$ cat src/rtl/sign_mac_pkg.sv
package sign_mac_pkg;

  // Controls that travel alongside a product to the accumulator stage
  typedef struct packed {
    logic add;
    logic load;
  } acc_ctrl_t;

  // Width of the full-precision signed product of two operands
  function automatic int prod_width(input int aw, input int bw);
    return aw + bw + 2;
  endfunction

endpackage

$ cat src/rtl/sign_mac_dly.sv
module sign_mac_dly #(
  parameter int W = 1,
  parameter int D = 1
) (
  input  logic         clk,
  input  logic         clr,
  input  logic         ce,
  input  logic [W-1:0] d,
  output logic [W-1:0] q
);

  logic [W-1:0] stg [D];

  always_ff @(posedge clk) begin
    if (clr) begin
      for (int i = 0; i < D; i++) stg[i] <= '0;
    end else if (ce) begin
      stg[0] <= d;
      for (int i = 1; i < D; i++) stg[i] <= stg[i-1];
    end
  end

  assign q = stg[D-1];

endmodule

$ cat src/rtl/sign_mac_mul.sv
module sign_mac_mul #(
  parameter int A_W  = 18,
  parameter int B_W  = 18,
  parameter int PIPE = 1,
  localparam int PW  = sign_mac_pkg::prod_width(A_W, B_W)
) (
  input  logic                 clk,
  input  logic                 clr,
  input  logic                 ce,
  input  logic [A_W-1:0]       a,
  input  logic [B_W-1:0]       b,
  input  logic                 a_sgn,
  input  logic                 b_sgn,
  output logic signed [PW-1:0] prod,
  output logic                 prod_sgn
);

  logic signed [A_W:0]  ax;
  logic signed [B_W:0]  bx;
  logic signed [PW-1:0] pr;

  // One extra top bit per operand carries its sign or a zero
  assign ax = {a_sgn & a[A_W-1], a};
  assign bx = {b_sgn & b[B_W-1], b};
  assign pr = PW'(ax) * PW'(bx);

  generate
    if (PIPE != 0) begin : g_reg
      logic signed [PW-1:0] pr_q;
      logic                 sg_q;
      always_ff @(posedge clk) begin
        if (clr) begin
          pr_q <= '0;
          sg_q <= 1'b0;
        end else if (ce) begin
          pr_q <= pr;
          sg_q <= a_sgn | b_sgn;
        end
      end
      assign prod     = pr_q;
      assign prod_sgn = sg_q;
    end else begin : g_comb
      assign prod     = pr;
      assign prod_sgn = a_sgn | b_sgn;
    end
  endgenerate

endmodule

$ cat src/rtl/sign_mac_acc.sv
module sign_mac_acc #(
  parameter int PW    = 38,
  parameter int ACC_W = 52,
  localparam int W    = ACC_W + 2
) (
  input  logic                 clk,
  input  logic                 clr,
  input  logic                 ce,
  input  logic signed [PW-1:0] prod,
  input  logic                 sgn,
  input  sign_mac_pkg::acc_ctrl_t ctl,
  output logic [ACC_W-1:0]     acc,
  output logic                 ovf
);

  logic signed [W-1:0] base, pext, full, seed;
  logic                out_of_range;
  logic [ACC_W-1:0]    acc_d;

  // The stored total is read as signed or unsigned, two guard bits on top
  assign base = {{2{sgn & acc[ACC_W-1]}}, acc};
  assign pext = W'(prod);
  assign full = ctl.add ? (base + pext) : (base - pext);
  assign seed = ctl.add ? pext : -pext;

  always_comb begin
    if (sgn) out_of_range = (|full[W-1:ACC_W-1]) && !(&full[W-1:ACC_W-1]);
    else     out_of_range = |full[W-1:ACC_W];
  end

  assign acc_d = ctl.load ? seed[ACC_W-1:0] : full[ACC_W-1:0];

  always_ff @(posedge clk) begin
    if (clr) begin
      acc <= '0;
      ovf <= 1'b0;
    end else if (ce) begin
      acc <= acc_d;
      ovf <= out_of_range & ~ctl.load;
    end
  end

  // nothing moves while the enable is low
  a_r10_hold: assert property (@(posedge clk) disable iff (clr)
    !ce |=> $stable(acc) && $stable(ovf));

  // a loaded term never reports overflow
  a_r5_load_no_ovf: assert property (@(posedge clk) disable iff (clr)
    (ce && ctl.load) |=> !ovf);

  // accumulating a zero product keeps the total and the flag low
  a_r3_zero_term: assert property (@(posedge clk) disable iff (clr)
    (ce && !ctl.load && prod == '0) |=> (acc == $past(acc)) && !ovf);

endmodule

$ cat src/rtl/sign_mac.sv
module sign_mac #(
  parameter int A_W       = 18,
  parameter int B_W       = 18,
  parameter int ACC_W     = 52,
  parameter int PIPE      = 1,
  parameter int SIGN_DLY  = 0,
  parameter int DIR_DLY   = 1,
  parameter int LOAD_DLY  = 1
) (
  input  logic             clk,
  input  logic             clr,
  input  logic             ce,
  input  logic [A_W-1:0]   op_a,
  input  logic [B_W-1:0]   op_b,
  input  logic             a_signed,
  input  logic             b_signed,
  input  logic             add_sub,
  input  logic             sync_load,
  output logic [ACC_W-1:0] result,
  output logic             overflow
);

  import sign_mac_pkg::*;

  localparam int PW = prod_width(A_W, B_W);

  logic [1:0]           sgn_d;
  logic                 add_d, load_d;
  logic signed [PW-1:0] prod;
  logic                 prod_sgn;
  acc_ctrl_t            ctl;

  // Sign controls act at the multiplier; their delay is chosen per build
  generate
    if (SIGN_DLY == 0) begin : g_sgn_thru
      assign sgn_d = {a_signed, b_signed};
    end else begin : g_sgn_dly
      sign_mac_dly #(.W(2), .D(SIGN_DLY)) u_sgn (
        .clk(clk), .clr(clr), .ce(ce), .d({a_signed, b_signed}), .q(sgn_d));
    end

    if (DIR_DLY == 0) begin : g_dir_thru
      assign add_d = add_sub;
    end else begin : g_dir_dly
      sign_mac_dly #(.W(1), .D(DIR_DLY)) u_dir (
        .clk(clk), .clr(clr), .ce(ce), .d(add_sub), .q(add_d));
    end

    if (LOAD_DLY == 0) begin : g_ld_thru
      assign load_d = sync_load;
    end else begin : g_ld_dly
      sign_mac_dly #(.W(1), .D(LOAD_DLY)) u_ld (
        .clk(clk), .clr(clr), .ce(ce), .d(sync_load), .q(load_d));
    end
  endgenerate

  assign ctl.add  = add_d;
  assign ctl.load = load_d;

  sign_mac_mul #(.A_W(A_W), .B_W(B_W), .PIPE(PIPE)) u_mul (
    .clk(clk), .clr(clr), .ce(ce),
    .a(op_a), .b(op_b), .a_sgn(sgn_d[1]), .b_sgn(sgn_d[0]),
    .prod(prod), .prod_sgn(prod_sgn));

  sign_mac_acc #(.PW(PW), .ACC_W(ACC_W)) u_acc (
    .clk(clk), .clr(clr), .ce(ce),
    .prod(prod), .sgn(prod_sgn), .ctl(ctl),
    .acc(result), .ovf(overflow));

  // a clear leaves a zero total and a low flag at the port
  a_r11_clear: assert property (@(posedge clk)
    clr |=> (result == '0) && !overflow);

endmodule

$ cat config.mk
export PLATFORM = sky130hd
export DESIGN_NAME = sign_mac
export DESIGN_NICKNAME = d
export VERILOG_FILES = /design/src/rtl/sign_mac_pkg.sv /design/src/rtl/sign_mac_dly.sv /design/src/rtl/sign_mac_mul.sv /design/src/rtl/sign_mac_acc.sv /design/src/rtl/sign_mac.sv
export SDC_FILE = /design/constraint.sdc
export NUM_CORES = 1
export LEC_CHECK = 0
export BUFFER_PORTS_ARGS = -buffer_cell sky130_fd_sc_hd__buf_4
export CAP_MARGIN = 20
export CORE_MARGIN = 3
export CORE_UTILIZATION = 45
export DETAILED_ROUTE_END_ITERATION = 12
export PLACE_DENSITY = 0.66
export SKIP_CTS_REPAIR_TIMING = 1
export SYNTH_ARGS = -nofsm -noshare
export SYNTH_HDL_FRONTEND = slang
export SYNTH_SLANG_ARGS = --single-unit
$ cat constraint.sdc
create_clock -name clk -period 7.7 [get_ports clk]
set_input_delay 1.155 -clock clk [delete_from_list [all_inputs] [get_ports clk]]
set_output_delay 1.155 -clock clk [all_outputs]
set_load 0.01 [all_outputs]
==> results of run 1 <==
## through the flow
stage                     TNS, ns  util, %
after floorplan                 0        -
after global placement          0     49.7
after detailed placement   -0.324     49.7
after CTS                       0     50.3
after global routing            0     50.4
final                           0     50.4
## kinds of logic after synthesis
logic type,Yosys count
buf+inv,539
compound gates,400
fa+ha+maj,537
xor+xnor,119
mux,43
flops,94
simple gates,717
## routing by layer
metal / global-route usage [%] / share of wire, %
met1: 29.0 / 41
met4: 8.85 / 4.1
met2: 40.1 / 51
met5: 0 / 0
met3: 2.50 / 4.5
## worst paths after layout
| check | startpoint | end | slack (ns) | cells after the start |
|---|---|---|---|---|
| worst max-delay path | a_signed | u_mul.prod[35]$_SDFFE_PP0P_ | 0.32 | 24 |
| worst min-delay path | u_mul.prod[25]$_SDFFE_PP0P_ | u_mul.prod[25]$_SDFFE_PP0P_ | 0.49 | 2 |
| worst max register to register | u_mul.prod[2]$_SDFFE_PP0P_ | u_acc.ovf$_SDFFE_PP0P_ | 1.87 | 19 |
| worst min register to register | u_mul.prod[25]$_SDFFE_PP0P_ | u_mul.prod[25]$_SDFFE_PP0P_ | 0.49 | 2 |
## registers in the layout, indices dropped and copies added (netlist names)
| signal | flops |
|---|---|
| u_mul.prod_sgn | 1 |
| u_acc.ovf | 1 |
| u_mul.prod | 38 |
| u_acc.acc | 52 |
| g_ld_dly.u_ld.stg | 1 |
| g_dir_dly.u_dir.stg | 1 |
## final cells by class
class / instances / area (um2) / share of cell area [%]
clock buffer: 9 / 225 / 0.979
tap: 600 / 751 / 3.26
timing repair buffer: 183 / 1440 / 6.26
sequential: 94 / 1900 / 8.26
clock inverter: 7 / 66.3 / 0.288
multi-input combinational: 1816 / 17100 / 74.1
inverter: 420 / 1580 / 6.85
## worst register-to-register path, cell delays in order (launching register included)
cell	delay, ns
dfxtp_1	0.39
or4_4	0.53
nor3_4	0.17
and3b_1	0.33
nor3b_4	0.33
and2b_4	0.25
a31oi_1	0.10
xor2_1	0.20
ha_1	0.45
nand3_1	0.19
nor3_1	0.37
o211ai_1	0.21
a311oi_1	0.61
nor3_1	0.19
o21ai_0	0.39
a311o_1	0.23
a21oi_1	0.07
xor2_1	0.15
or3_1	0.31
a32o_1	0.26
## cell usage in the layout, fill, tap and decap left out, drive strengths merged, types with 17 or more instances in the layout
master | Yosys | final
a31oi | 17 | 17
xor2 | 50 | 50
nand2b | 19 | 19
nor3 | 27 | 27
buf | 11 | 183
xnor2 | 69 | 69
fa | 370 | 370
o21ai | 85 | 85
nand2 | 256 | 256
dfxtp | 92 | 92
and2 | 160 | 160
a21oi | 124 | 124
a211oi | 25 | 25
inv | 419 | 422
ha | 167 | 167
o211ai | 26 | 26
nor2 | 155 | 155
nand3 | 17 | 17
a21o | 42 | 42
mux2i | 31 | 31
==> results.toml, run 1 <==
[grt]
grt_pass1_vias = 18100
grt_overflow_total = 0
antenna_found_initial = 0
grt_pass1_wl_um = 92300
grt_use_total_pct = 22.9
grt_max_degree = 77

[floorplanning]
io_pins = 96
dieArea_um2 = 49200
die_w_um = 222
coreArea_um2 = 45700
die_y_um = 222
start_util_pct = 45.9
rows = 78

[clocking]
clock_path_buffers = 2
clock-sinks = 94
root_buffer = "clkbuf_16"
worstSkewPairLatency_ns = 0.36
htreeDepth = 3
cts.clk_slew.worst_paths_ns = 0.08
cts_tree = "done"
cts_buffers = 9

[route]
num_vias = 17200
drt_iter0_drc = 956
first_pass_iters = 5
drcViolationCount = 0
ant_nets = 0
wl_per_cell_um = 17.8
routed_wl_um = 55700
via_per_inst = 5.50

[sta]
slew_headroom_pct = 35.8
drv_slew = 0
period_minus_slack_ns = 7.38
finalCritPeriodShare_pct = 95.8
setup_slack_ns = 0.320
hold_ws_ns = 0.490
worst_pin_slew_ns = 0.962
finalClockSkew_ns = 0.0151
finalHoldViolations = 0
final-setup-viol-count = 0
fmax_mhz = 135
rsz0062_at_grt = "no"

[synth]
syn_area_um2 = 21000
synth_seq_cells = 94
synth_ff_type = "dfxtp_1"
yosysTopAreaCell = "fa_1"
synth_edf_count = 2
synth_top_family_by_area = "adder cells"
ys_async_sr_fraction_pct = 0
syn_area_per_cell_um2 = 8.56
postSynthCellCount = 2449
synth.area.mux_share_pct = 2.14
synth.distinct_cells = 77
yosys-top-cells-count = "419 x inv_1, 370 x fa_1, 256 x nand2_1"
ys_seq_area_share_pct = 9.07
ys_warn_count = 0
synth_xor_xnor_area_share_pct = 5.01
syn_nets = 3029
synthAdderAreaFrac_pct = 45.3
synthSimpleGateAreaFrac_pct = 16.7
yosys.cell_count.top_type = "inv_1"
yosysTopAreaCellShare_pct = 35.3
synth-compound-area-share_pct = 12.1
synthTopCellsByArea = "fa_1 35%, ha_1 10%, dfxtp_1 8.8%, inv_1 7.5%, and2_1 4.8%"

[finish]
final_cells = 3129
n_antenna_cell = 0
synthToLayoutAreaGrowth_pct = 9.78
fin_area_um2 = 23000
layout.nets = 3104
drive_gt1_share_pct = 9.53
fill_cells = 4338

[critical_path]
crit_top_cell = "fa_1"
cp_slowest_cell = "fa_1"
critPathKind = "primary input to flip-flop"
worst_path_largest_cell_delay_ns = 0.55
cp.arrival_ns = 7.63
critPathCaptureType = "flip-flop"
cp.buffers_inverters = 4
crit_family = "adder cells"
crit_path_max_fanout = 6
worstPathRequired_ns = 7.95
worstSetupStartpointType = "primary input"
path_cells = "buf_4 -> and2_2 -> nand2_1 -> inv_1 -> fa_2 -> inv_1 -> fa_1 -> inv_1 -> fa_1 -> fa_1 -> fa_1 -> fa_1 -> ha_1 -> ha_1 -> a41o_1 -> a21oi_1 -> nand2b_1 -> o21a_1 -> a221o_1 -> a31o_2 -> a21o_1 -> a41oi_1 -> nor4b_1 -> a211o_1"

[run]
max_cap_viol_count = 0

[placement]
dpl-instance-area_um2 = 22700
place.gp.congestion = 0.920
io_buffer_count = 95
placedCellCount = 3112
dp_slack_ns = -0.0846
hpwl_um = 46200

[status]
outcome = "completed"

[min_path]
hold_path_class = "flip-flop to flip-flop"
Power of run 1 is left out: the tool's default activity adds up to more than one toggle a clock period on the data nets, which glitch-free logic cannot reach.
==> run 2: changes to the inputs <==
--- a/config.mk
+++ b/config.mk
@@ -8,9 +8,9 @@
 export BUFFER_PORTS_ARGS = -buffer_cell sky130_fd_sc_hd__buf_4
 export CAP_MARGIN = 20
 export CORE_MARGIN = 3
-export CORE_UTILIZATION = 45
+export CORE_UTILIZATION = 30
 export DETAILED_ROUTE_END_ITERATION = 12
-export PLACE_DENSITY = 0.66
+export PLACE_DENSITY = 0.48
 export SKIP_CTS_REPAIR_TIMING = 1
 export SYNTH_ARGS = -nofsm -noshare
 export SYNTH_HDL_FRONTEND = slang
==> results.toml, run 2 (synthesized netlist as in run 1, its figures left out) <==
[status]
outcome = "completed"

[critical_path]
cp.arrival_ns = 7.68
critPathKind = "primary input to flip-flop"
crit_path_max_fanout = 5
timing.rr.end = "u_acc.ovf$_SDFFE_PP0P_"
worstPathRequired_ns = 7.95
crit_end = "u_mul.prod[35]$_SDFFE_PP0P_"
rr_startpoint = "u_mul.prod[4]$_SDFFE_PP0P_"
crit_start = "a_signed"
rr_worst_depth = 19
critPathCaptureType = "flip-flop"
reg2reg_setup_slack_ns = 1.64
worstSetupStartpointType = "primary input"

[finish]
final_cell_mix = "418 x inv_1, 367 x fa_1, 255 x nand2_1"
final_util_pct = 34.4
regMostFlops = "u_acc.acc"
final_common_cell = "inv_1"
synthToLayoutAreaGrowth_pct = 13.2
largest_reg_flops = 52
n_antenna_cell = 0
drive_gt1_share_pct = 10.5
fill_cells = 7331
seq_area_um2 = 1900
layout.nets = 3131
multi_input_area_um2 = 17100

[grt]
antenna_found_initial = 0
grt_pass1_vias = 17700
grt_max_degree = 83
grt_use_total_pct = 16.6
grt_overflow_total = 0
grt_pass1_wl_um = 97200

[route]
drcViolationCount = 0
first_pass_iters = 5
num_vias = 16800
via_per_inst = 4.82
wl_per_cell_um = 17.3
drt_iter0_drc = 853
routed_wl_um = 60300
ant_nets = 0

[clocking]
cts_tree = "done"
worstSkewPairLatency_ns = 0.36
clock-sinks = 94
htreeDepth = 3
root_buffer = "clkbuf_16"
cts_buffers = 9
cts.clk_slew.worst_paths_ns = 0.07
clock_path_buffers = 2

[sta]
finalHoldViolations = 0
worst_pin_slew_ns = 0.950
period_minus_slack_ns = 7.43
rsz0062_at_grt = "no"
final-setup-viol-count = 0
drv_slew = 0
hold_ws_ns = 0.490
finalCritPeriodShare_pct = 96.5
slew_headroom_pct = 36.7
finalClockSkew_ns = 0.0124
fmax_mhz = 135
tns_ns = 0

[floorplanning]
dieArea_um2 = 73100
io_pins = 96
start_util_pct = 30.4
coreArea_um2 = 68900
rows = 96
die_y_um = 270
die_w_um = 270

[placement]
io_buffer_count = 95
hpwl_um = 50800
place.gp.congestion = 0.870

[run]
max_cap_viol_count = 0

[min_path]
hold_path_class = "flip-flop to flip-flop"
[run 2: changes by cell type in the layout (fill, tap and decap cells not counted), sizes merged]
cell / change
clkinv: -2
buf: +27
bufinv: +1
clkinvlp: -2
clkbuf: +2
inv: +1
[run 2: cell type report]
class	count	area share, %
clock buffer	11	1.07
tap	931	4.91
clock inverter	5	0.285
timing repair buffer	210	7.22
inverter	420	6.64
sequential	94	8.01
multi-input combinational	1816	71.9
[run 2: worst max-delay path, stage by stage]
cell	delay, ns
buf_4	0.11
and2_2	0.23
buf_4	0.15
nand2_1	0.09
inv_1	0.09
fa_2	0.57
buf_4	0.14
inv_1	0.07
fa_1	0.54
inv_1	0.05
fa_1	0.56
fa_1	0.46
fa_1	0.51
fa_1	0.49
ha_1	0.31
ha_1	0.32
and3_1	0.19
and4_1	0.20
a221o_1	0.34
a31o_2	0.26
a21o_1	0.21
a41oi_1	0.27
nor4b_1	0.09
a211o_1	0.26
[run 2: metal layers]
metal / GRT usage, % / vias up / wire, um
met2: 29.6 / 284 / 30600
li1: - / 7998 / -
met1: 22.0 / 8483 / 27000
met4: 2.90 / 0 / 911
met3: 1.66 / 54 / 1870
met5: 0 / - / 0
[run 2: per-stage QoR]
step	cells	setup WS (ns)	cell area, um2
floorplan	2449	0.0138	21000
global placement	3471	-0.0990	23400
detailed placement	3471	-0.242	23400
CTS	3487	0.117	23700
global route	3487	0.000841	23700
finish	3487	0.269	23700
[run 2: how the worst min path moves through the flow]
stage               depth (start not counted)  slack [ns]                        start                          end
global placement                            2        0.47  u_mul.prod[25]$_SDFFE_PP0P_  u_mul.prod[25]$_SDFFE_PP0P_
finish                                      2        0.49  u_mul.prod[25]$_SDFFE_PP0P_  u_mul.prod[25]$_SDFFE_PP0P_
CTS                                         2        0.49  u_mul.prod[25]$_SDFFE_PP0P_  u_mul.prod[25]$_SDFFE_PP0P_
detailed placement                          2        0.48  u_mul.prod[25]$_SDFFE_PP0P_  u_mul.prod[25]$_SDFFE_PP0P_
floorplan                                   2        0.46  u_mul.prod[25]$_SDFFE_PP0P_  u_mul.prod[25]$_SDFFE_PP0P_
global route                                2        0.52  u_mul.prod[25]$_SDFFE_PP0P_  u_mul.prod[25]$_SDFFE_PP0P_
Power of run 2 is left out for the same reason.
==> run 3: changes to the inputs <==
--- a/config.mk
+++ b/config.mk
@@ -7,10 +7,12 @@
 export LEC_CHECK = 0
 export BUFFER_PORTS_ARGS = -buffer_cell sky130_fd_sc_hd__buf_4
 export CAP_MARGIN = 20
+export CELL_PAD_IN_SITES_DETAIL_PLACEMENT = 0
+export CELL_PAD_IN_SITES_GLOBAL_PLACEMENT = 1
 export CORE_MARGIN = 3
 export CORE_UTILIZATION = 30
 export DETAILED_ROUTE_END_ITERATION = 12
-export PLACE_DENSITY = 0.48
+export PLACE_DENSITY = 0.59
 export SKIP_CTS_REPAIR_TIMING = 1
 export SYNTH_ARGS = -nofsm -noshare
 export SYNTH_HDL_FRONTEND = slang
==> results.toml, run 3 (synthesized netlist as in run 1, its figures left out) <==
[clocking]
htreeDepth = 3
worstSkewPairLatency_ns = 0.37
clock_path_buffers = 2
clock-sinks = 94
cts.clk_slew.worst_paths_ns = 0.08
root_buffer = "clkbuf_16"
cts_buffers = 9
cts_tree = "done"

[grt]
grt_use_total_pct = 17.0
grt_overflow_total = 0
antenna_found_initial = 1
grt_pass1_wl_um = 99600
grt_pass1_vias = 18000
grt_max_degree = 73

[placement]
io_buffer_count = 95
hpwl_um = 51800
place.gp.congestion = 0.872

[critical_path]
worstSetupStartpointType = "primary input"
cp.arrival_ns = 7.68
crit_path_max_fanout = 8
reg2reg_setup_slack_ns = 1.55
worstPathRequired_ns = 7.98
critPathCaptureType = "flip-flop"
rr_worst_depth = 19
critPathKind = "primary input to flip-flop"

[floorplanning]
start_util_pct = 30.4
coreArea_um2 = 68900
io_pins = 96
die_y_um = 270
rows = 96
dieArea_um2 = 73100
die_w_um = 270

[route]
first_pass_iters = 5
drt_iter0_drc = 805
routed_wl_um = 61300
via_per_inst = 4.84
num_vias = 16800
ant_nets = 0
drcViolationCount = 0
wl_per_cell_um = 17.6

[finish]
layout.nets = 3123
drive_gt1_share_pct = 10.3
n_antenna_cell = 0
final_cell_mix = "418 x inv_1, 367 x fa_1, 255 x nand2_1"
synthToLayoutAreaGrowth_pct = 12.7
largest_reg_flops = 52
final_common_cell = "inv_1"
regMostFlops = "u_acc.acc"

[sta]
slew_headroom_pct = 40.1
tns_ns = 0
finalCritPeriodShare_pct = 96.0
drv_slew = 0
rsz0062_at_grt = "no"
fmax_mhz = 135
final-setup-viol-count = 0
worst_pin_slew_ns = 0.892
finalClockSkew_ns = 0.0113
period_minus_slack_ns = 7.39
finalHoldViolations = 0

[run]
max_cap_viol_count = 0

[min_path]
hold_depth = 2
hold_path_class = "flip-flop to flip-flop"

[status]
outcome = "completed"
## run 3: changes by cell type in the layout (fill, tap and decap cells not counted), sizes merged
cell      previous run  this run
buf                210       202
clkinv               1         4
clkbuf              11         9
bufinv               1         0
clkinvlp             0         1
inv                423       422
## run 3: layout make-up
| cell class | count | area (um2) |
|---|---|---|
| clock buffer | 9 | 225 |
| clock inverter | 7 | 67.6 |
| fill | 7333 | 45300 |
| inverter | 420 | 1580 |
| multi-input combinational | 1816 | 17100 |
| sequential | 94 | 1900 |
| tap | 931 | 1160 |
| timing repair buffer | 202 | 1630 |
## run 3: path summary, 6_finish.rpt
kind | from | end
max | op_a[17] | u_mul.prod[37]$_SDFFE_PP0P_
max reg2reg | u_mul.prod[4]$_SDFFE_PP0P_ | u_acc.ovf$_SDFFE_PP0P_
min | u_mul.prod[25]$_SDFFE_PP0P_ | u_mul.prod[25]$_SDFFE_PP0P_
min reg2reg | u_mul.prod[25]$_SDFFE_PP0P_ | u_mul.prod[25]$_SDFFE_PP0P_
## run 3: layer usage
metal | wire length, um | track usage, %
met1 | 26900 | 21.9
met5 | 0 | 0
met4 | 1590 | 4.67
met2 | 31300 | 30.2
met3 | 1460 | 1.58
## run 3: through the flow
step | instances | setup slack [ns] | hold WS, ns | util, % | instance area, um2
CTS | 3478 | 0.154 | 0.495 | 34.2 | 23600
detailed placement | 3462 | -0.225 | 0.482 | 33.8 | 23300
global route | 3479 | 0.00118 | 0.523 | 34.3 | 23600
finish | 3479 | 0.306 | 0.492 | 34.3 | 23600
floorplan | 2449 | 0.0138 | 0.460 | - | 21000
global placement | 3462 | -0.169 | 0.477 | 33.8 | 23300
## run 3: worst max-delay path, cell delays in order
cell	delay (ns)
buf_4	0.12
buf_4	0.17
and3_1	0.21
fa_2	0.61
inv_1	0.10
fa_1	0.54
inv_1	0.05
fa_1	0.47
fa_1	0.53
fa_1	0.43
fa_1	0.49
ha_1	0.32
ha_1	0.31
a41o_1	0.23
a21oi_1	0.20
nand2b_1	0.08
o21a_1	0.21
a221o_1	0.34
a31o_2	0.26
a21o_1	0.21
a311oi_2	0.28
xnor2_1	0.11
a211oi_1	0.22
Power of run 3 is left out for the same reason.
